--- src/rtl/fcgPkg.sv ---
package fcgPkg;

  // Strobes passed from the control to the datapath each cycle.
  typedef struct packed {
    logic genEnable; // drive the generated clocks
    logic align;     // load the counter to the post-edge position
    logic advance;   // step the counter by one
  } fcgStrobes_t;

endpackage

--- src/rtl/fcgControl.sv ---
module fcgControl #(
  parameter int FRAME_LEN   = 768,
  parameter int TOL_DIV     = 16,
  parameter int SYNC_STAGES = 2,
  localparam int CNT_W = $clog2(FRAME_LEN)
) (
  input  logic                 mclk,
  input  logic                 rstN,
  input  logic                 masterMode,
  input  logic                 extLrclk,
  input  logic [CNT_W-1:0]     countIn,
  output fcgPkg::fcgStrobes_t  strobes,
  output logic                 resyncQ
);
  localparam int MAG_W = CNT_W + 1;
  localparam logic [MAG_W-1:0] FRAME_V = MAG_W'(FRAME_LEN);
  localparam logic [MAG_W-1:0] HALF_V  = MAG_W'(FRAME_LEN / 2);
  localparam logic [MAG_W-1:0] TOL_V   = MAG_W'(FRAME_LEN / TOL_DIV);

  logic [SYNC_STAGES-1:0] syncQ;
  logic                   prevQ;
  logic                   runQ;
  logic                   startedQ;

  // synchronizer chain for the asynchronous frame clock
  always_ff @(posedge mclk or negedge rstN) begin
    if (!rstN) syncQ[0] <= 1'b0;
    else       syncQ[0] <= extLrclk;
  end

  genvar g;
  generate
    for (g = 1; g < SYNC_STAGES; g++) begin : gSync
      always_ff @(posedge mclk or negedge rstN) begin
        if (!rstN) syncQ[g] <= 1'b0;
        else       syncQ[g] <= syncQ[g-1];
      end
    end
  endgenerate

  always_ff @(posedge mclk or negedge rstN) begin
    if (!rstN) prevQ <= 1'b0;
    else       prevQ <= syncQ[SYNC_STAGES-1];
  end

  logic extRise;
  assign extRise = syncQ[SYNC_STAGES-1] & ~prevQ;

  // folded phase error magnitude
  logic [MAG_W-1:0] countWide;
  logic [MAG_W-1:0] errMag;
  logic             outsideWin;

  assign countWide  = {1'b0, countIn};
  assign errMag     = (countWide < HALF_V) ? countWide : (FRAME_V - countWide);
  assign outsideWin = errMag > TOL_V;

  logic slaveRise;
  assign slaveRise = ~masterMode & extRise;

  always_comb begin
    strobes.genEnable = masterMode & runQ;
    if (masterMode) begin
      strobes.align   = 1'b0;
      strobes.advance = 1'b1;
    end else if (!startedQ) begin
      strobes.align   = slaveRise;
      strobes.advance = 1'b0;
    end else begin
      strobes.align   = slaveRise & outsideWin;
      strobes.advance = ~(slaveRise & outsideWin);
    end
  end

  always_ff @(posedge mclk or negedge rstN) begin
    if (!rstN) begin
      runQ     <= 1'b0;
      startedQ <= 1'b0;
      resyncQ  <= 1'b0;
    end else begin
      runQ     <= 1'b1;
      startedQ <= startedQ | slaveRise;
      resyncQ  <= startedQ & slaveRise & outsideWin;
    end
  end

endmodule

--- src/rtl/fcgDatapath.sv ---
module fcgDatapath #(
  parameter int FRAME_LEN    = 768,
  parameter int MCLK_PER_BIT = 12,
  localparam int CNT_W = $clog2(FRAME_LEN),
  localparam int BIT_W = (MCLK_PER_BIT > 1) ? $clog2(MCLK_PER_BIT) : 1
) (
  input  logic                mclk,
  input  logic                rstN,
  input  fcgPkg::fcgStrobes_t strobes,
  output logic [CNT_W-1:0]    countQ,
  output logic                lrclkOut,
  output logic                bitclkOut
);
  localparam logic [CNT_W-1:0] LAST_CNT = CNT_W'(FRAME_LEN - 1);
  localparam logic [CNT_W-1:0] HALF_CNT = CNT_W'(FRAME_LEN / 2);
  localparam logic [BIT_W-1:0] LAST_BIT = BIT_W'(MCLK_PER_BIT - 1);
  localparam logic [BIT_W-1:0] HALF_BIT = BIT_W'(MCLK_PER_BIT / 2);
  localparam logic [BIT_W-1:0] ONE_BIT  = BIT_W'((MCLK_PER_BIT > 1) ? 1 : 0);

  logic [BIT_W-1:0] bitPhaseQ;

  always_ff @(posedge mclk or negedge rstN) begin
    if (!rstN) begin
      countQ    <= '0;
      bitPhaseQ <= '0;
    end else if (strobes.align) begin
      countQ    <= CNT_W'(1);
      bitPhaseQ <= ONE_BIT;
    end else if (strobes.advance) begin
      countQ    <= (countQ == LAST_CNT) ? '0 : countQ + CNT_W'(1);
      bitPhaseQ <= (bitPhaseQ == LAST_BIT) ? '0 : bitPhaseQ + BIT_W'(1);
    end
  end

  assign lrclkOut  = strobes.genEnable & (countQ < HALF_CNT);
  assign bitclkOut = strobes.genEnable & (bitPhaseQ >= HALF_BIT);

endmodule

--- src/rtl/frameClockGen.sv ---
module frameClockGen #(
  parameter int FRAME_LEN    = 768,
  parameter int MCLK_PER_BIT = 12,
  parameter int TOL_DIV      = 16,
  localparam int CNT_W = $clog2(FRAME_LEN)
) (
  input  logic             mclk,
  input  logic             rstN,
  input  logic             masterMode,
  input  logic             extLrclk,
  output logic             lrclkOut,
  output logic             bitclkOut,
  output logic [CNT_W-1:0] frameCount,
  output logic             resync
);
  fcgPkg::fcgStrobes_t strobes;

  fcgControl #(
    .FRAME_LEN  (FRAME_LEN),
    .TOL_DIV    (TOL_DIV),
    .SYNC_STAGES(2)
  ) uCtrl (
    .mclk      (mclk),
    .rstN      (rstN),
    .masterMode(masterMode),
    .extLrclk  (extLrclk),
    .countIn   (frameCount),
    .strobes   (strobes),
    .resyncQ   (resync)
  );

  fcgDatapath #(
    .FRAME_LEN   (FRAME_LEN),
    .MCLK_PER_BIT(MCLK_PER_BIT)
  ) uPath (
    .mclk     (mclk),
    .rstN     (rstN),
    .strobes  (strobes),
    .countQ   (frameCount),
    .lrclkOut (lrclkOut),
    .bitclkOut(bitclkOut)
  );

endmodule

--- config.mk ---
export PLATFORM = sky130hd
export DESIGN_NAME = frameClockGen
export DESIGN_NICKNAME = d
export VERILOG_FILES = /design/src/rtl/fcgPkg.sv /design/src/rtl/fcgControl.sv /design/src/rtl/fcgDatapath.sv /design/src/rtl/frameClockGen.sv
export SDC_FILE = /design/constraint.sdc
export NUM_CORES = 1
export LEC_CHECK = 0
export ABC_CLOCK_PERIOD_IN_PS = 2500
export BUFFER_PORTS_ARGS = -buffer_cell sky130_fd_sc_hd__buf_2
export CAP_MARGIN = 20
export CORE_MARGIN = 2
export CORE_UTILIZATION = 35
export DETAILED_ROUTE_END_ITERATION = 16
export SYNTH_ARGS = -nofsm -noshare
export SYNTH_HDL_FRONTEND = slang
export SYNTH_HIERARCHICAL = 1
export SYNTH_SLANG_ARGS = --single-unit
--- constraint.sdc ---
create_clock -name mclk -period 2.5 [get_ports mclk]
set_clock_uncertainty 0.2 [all_clocks]
set_input_delay 0.5 -clock mclk [delete_from_list [all_inputs] [get_ports mclk]]
set_output_delay 0.5 -clock mclk [all_outputs]
set_load 0.03 [all_outputs]
# Yosys cells after proc, flatten, opt, wreduce, memory -nomap -nowiden
# Cells that the tools add are included.
[word_totals] input_bits=4 reg_bits=20 wordCells=39 output_inout_bits=13
[op_classes] n_mux=9 n_reduce_logical=1 n_lt_le_gt_ge=4 n_bitwise=12 eq_ne=2 add_sub_neg=3
[ops] cell="10-bit two-way mux" count=3
[ops] cell="10-bit by 9-bit less-than comparator with 1-bit output (second input constant)" count=2
[ops] cell="4-bit two-way mux" count=3
[ops] cell="11-bit by 6-bit > comparator with 1-bit output (second input constant)" count=1
[ops] cell="11-bit two-way mux" count=1
[ops] cell="10-bit by 10-bit subtractor with 11-bit output (first input constant)" count=1
[ops] cell="10-bit by 1-bit adder with 10-bit output (second input constant)" count=1
[ops] cell="10-bit == test (second input constant)" count=1
[ops] cell="1-bit AND" count=8
[ops] cell="4-bit by 1-bit adder with 4-bit output (second input constant)" count=1
[ops] cell="4-bit == test (second input constant)" count=1
[ops] cell="4-bit by 3-bit >= comparator with 1-bit output (second input constant)" count=1
[ops] cell="2-bit two-way mux" count=2
[ops] cell="1-bit inverter" count=3
[ops] cell="2-bit nonzero test" count=1
[ops] cell="1-bit bitwise OR" count=1

# Longest topological paths before layout
[depth] depth_word=9 depth_mapped=8

# Cells and area by module
# The synthesis kept the hierarchy.
[modules_own_cells] mod="fcgDatapath" area_per_inst_um2=780.7 cells_each=80 n_inst=1
[modules_own_cells] mod="fcgControl" area_per_inst_um2=264.0 cells_each=24 n_inst=1

# Worst setup path before layout
# OpenSTA, ideal clock, no wires.
[synth_path] path_kind="reg-to-reg" from="reg uPath.countQ[4]" to="reg uPath.countQ[9]" path_stages_with_launch=8 arrival_time_ns=2.132 setup_ns=0.078 path_buffers=0 setup_slack_ns=0.091 cell_sequence="dfrtp_1 nor2_1 and4_4 o32ai_2 o21a_1 o2111ai_1 or4_1 a21oi_1"
[synth_rtl] element="start: declaration" line_no="fcgDatapath.sv:10" source="output logic [CNT_W-1:0] countQ,"
[synth_rtl] element="start signal: assignment" line_no="fcgDatapath.sv:30" source="countQ <= (countQ == LAST_CNT) ? '0 : countQ + CNT_W'(1);"

==> reports/metrics.cfg <==
[run_status]
status=finished, violations left
violations=design-rule violations

[floorplanning]
die_h_um=58.64
initial_core_util=0.3724
io_pins=17
die_w_um=58.64
fp.coreArea_sq_mm=0.002805
rows=19
dieArea_sq_mm=0.003438

[sta]
hold_violations=0
finalMaxSlewViolations=0
fmax_ghz=0.4240
setup_violations=0
setup_tns_ns=0
period_share=0.9433
timing.final.crit_period_ns=2.358
rsz0062_at_grt=false

[cells_and_area]
fin_nets=143
stdcell_area_sq_mm=0.001348
drive_above_1_share=0.3333
area_growth_syn_to_layout_pct=28.98
diodes=0

[setup_path]
r2r_cells=7
crit_type=flop to flop
end_kind=flop
r2r_slack_ns=0.14
crit_chain=buf_4, and4_4, o32ai_4, o21a_1, o2111ai_2, or4_1, a21oi_1
timing.rr.end=uPath/countQ[9]
crit_required_ns=2.54
critical-path-max-stage-delay_ns=0.45
r2r-start=uPath/countQ[9]
startpoint_type=flop
worstPathArrival_ns=2.40
crit_slowest_cell=or4_1
crit_path_max_fanout=7

[synth]
synth_edf_count=0
synth_area_leaders=dfrtp_1 48%, a21oi_1 4.8%, ha_1 3.6%, nor2_1 3.6%, xor2_1 2.5%
yosysUniqueCellTypes=37
ys_seq_area_frac=0.4790
avgSynthCellArea_sq_um=10.05
synth_cells=104
async_flop_share=1.000
netlist.area_leader.share=0.4790
ys.flop_type=dfrtp_1
yosysTopAreaCell=dfrtp_1
syn_nets=111
synth-warning-count=6
syn_area_sq_mm=0.001045
ys_ff_latch=20

[detailed_routing]
wire_per_inst_um=14.38
routed_via_density=5.506
antenna_left=0
drtIter0Drc=34
drc=2
wirelength_mm=2.387
dr.pass1.iters=10
vias=914

[clock_network]
cts_setup_buffers=0
clock_sinks=20
cts_tree=built
cts-buffers-inserted=3
root_buffer=clkbuf_4
clock_path_buffers=2
ctsHtreeMaxLevel=1
clk_pin_slew_worst_paths_ns=0.12
clk_latency_ns=0.30

[global_route]
grt_pass1_wl_mm=4.022
grt_pass1_vias=877
grt_max_degree=21
grt_overflow=0
grtUsageTotal=0.1524
antenna_found_initial=0

[pwr]
power_density_mw_per_mm2=1108
finalPower_mw=1.493
p_leak_nw=0.5968
ir_worst_vdd_mv=0.5938

[worst_hold_path]
hold_path.class=input port to flop
worstHoldPathCells=1
whs_endpoint=uCtrl/syncQ[0]
hold_start=extLrclk

[placement]
placed_area_sq_mm=0.001246
numPortBuffers=16
hpwl_mm=1.740
gp_congestion=0.8000

[job]
maxCapViolCount=0

## cell usage after synthesis (2+ instances only)
cell type / number
a21oi_1: 10
clkbuf_1: 2
dfrtp_1: 20
ha_1: 3
nand3_1: 4
o31ai_1: 3
xor2_1: 3
nor3_1: 2
nor4_1: 2
nand2_1: 6
o211ai_1: 2
or3_1: 3
nor2_1: 10
inv_1: 4
o21ai_0: 5
o21a_1: 3
o2111ai_1: 2
## flip-flops by register name, indices dropped and copies added (netlist names)
name / count
uPath/countQ: 10
uCtrl/syncQ: 2
uCtrl/resyncQ: 1
uPath/bitPhaseQ: 4
uCtrl/prevQ: 1
uCtrl/runQ: 1
uCtrl/startedQ: 1
## routing by layer
layer | up-vias | GRT usage | wire length (um) | part of all wire
li1 | 448 | - | - | -
met1 | 445 | 0.1983 | 1120 | 0.47
met2 | 19 | 0.2456 | 1153 | 0.48
met3 | 2 | 0.04835 | 103 | 0.043
met4 | 0 | 0.04221 | 10 | 0.0042
met5 | - | 0 | 0 | 0
## worst max-delay path, delay by kind of cell, from the launching register on
kind,cells,cell delay [ns]
buffers and inverters,1,0.17
DFF,1,0.44
AOI/OAI and AO/OA,4,0.86
and+or+nand+nor,2,0.62
## cells in the final DEF (no fill, tap or decap), types with 2 or more instances in the layout
master    instances
ha_1              3
nor2_1           10
o211ai_1          2
o21a_1            3
nor3_1            2
nor4_2            2
buf_2            16
dfrtp_2           4
xor2_1            3
clkbuf_4          3
inv_1             4
dfrtp_1          16
a21oi_1           9
nand2_1           6
o31ai_1           3
o21ai_0           5
nand3_1           4
or3_1             3
buf_4            12
## how the worst max path moves through the flow
stage               startpoint              end  slack, ns
2_1_floorplan  uPath/countQ[4]  uPath/countQ[9]       0.09
3_3_place_gp   uPath/countQ[2]  uPath/countQ[9]       0.20
3_5_place_dp   uPath/countQ[6]  uPath/countQ[9]       0.08
4_1_cts        uPath/countQ[6]  uPath/countQ[9]       0.04
5_1_grt        uPath/countQ[9]  uPath/countQ[9]       0.03
6_report       uPath/countQ[9]  uPath/countQ[9]       0.14
## timing repair
item,CTS,global route
gates resized for setup,0,9
endpoints found under the setup margin,0,5
hold buffers,1,0
hold endpoints to repair,20,0
## stage by stage
step                hold WS, ns  setup slack, ns  utilization  cells
finish                  0.09083           0.1417       0.4804    166
global route            0.05923          0.02795       0.4804    166
CTS                     0.07489          0.04386       0.4665    166
detailed placement       0.1371          0.08452       0.4442    161
global placement         0.1341           0.1973       0.4442    161
floorplan              0.004409          0.09066            -    104
## kinds of logic after synthesis
kind of cell,Yosys count,synth area share
AND/OR/NAND/NOR,40,0.2264
AO/OA/AOI/OAI,30,0.1988
flip-flops,20,0.4790
buffers and inverters,6,0.02156
adder cells (fa/ha/maj),3,0.03593
XOR/XNOR,3,0.02515
other,1,0.003589
multiplexers,1,0.009581
## where the power goes
group / total [mW] / switching [mW] / internal [mW]
combinational: 0.690 / 0.408 / 0.283
sequential: 0.533 / 0.111 / 0.422
clock: 0.269 / 0.107 / 0.162
total: 1.49 / 0.626 / 0.867
## layout make-up
cell class / instances / area, sq um
Inverter: 4 / 15.01
Timing Repair Buffer: 29 / 180.2
Multi-Input combinational cell: 78 / 555.5
Sequential cell: 20 / 505.5
Tap cell: 31 / 38.79
Fill cell: 281 / 1458
Clock buffer: 3 / 22.52
Clock inverter: 1 / 30.03
No activity file was read; power rests on OpenSTA's default activity.
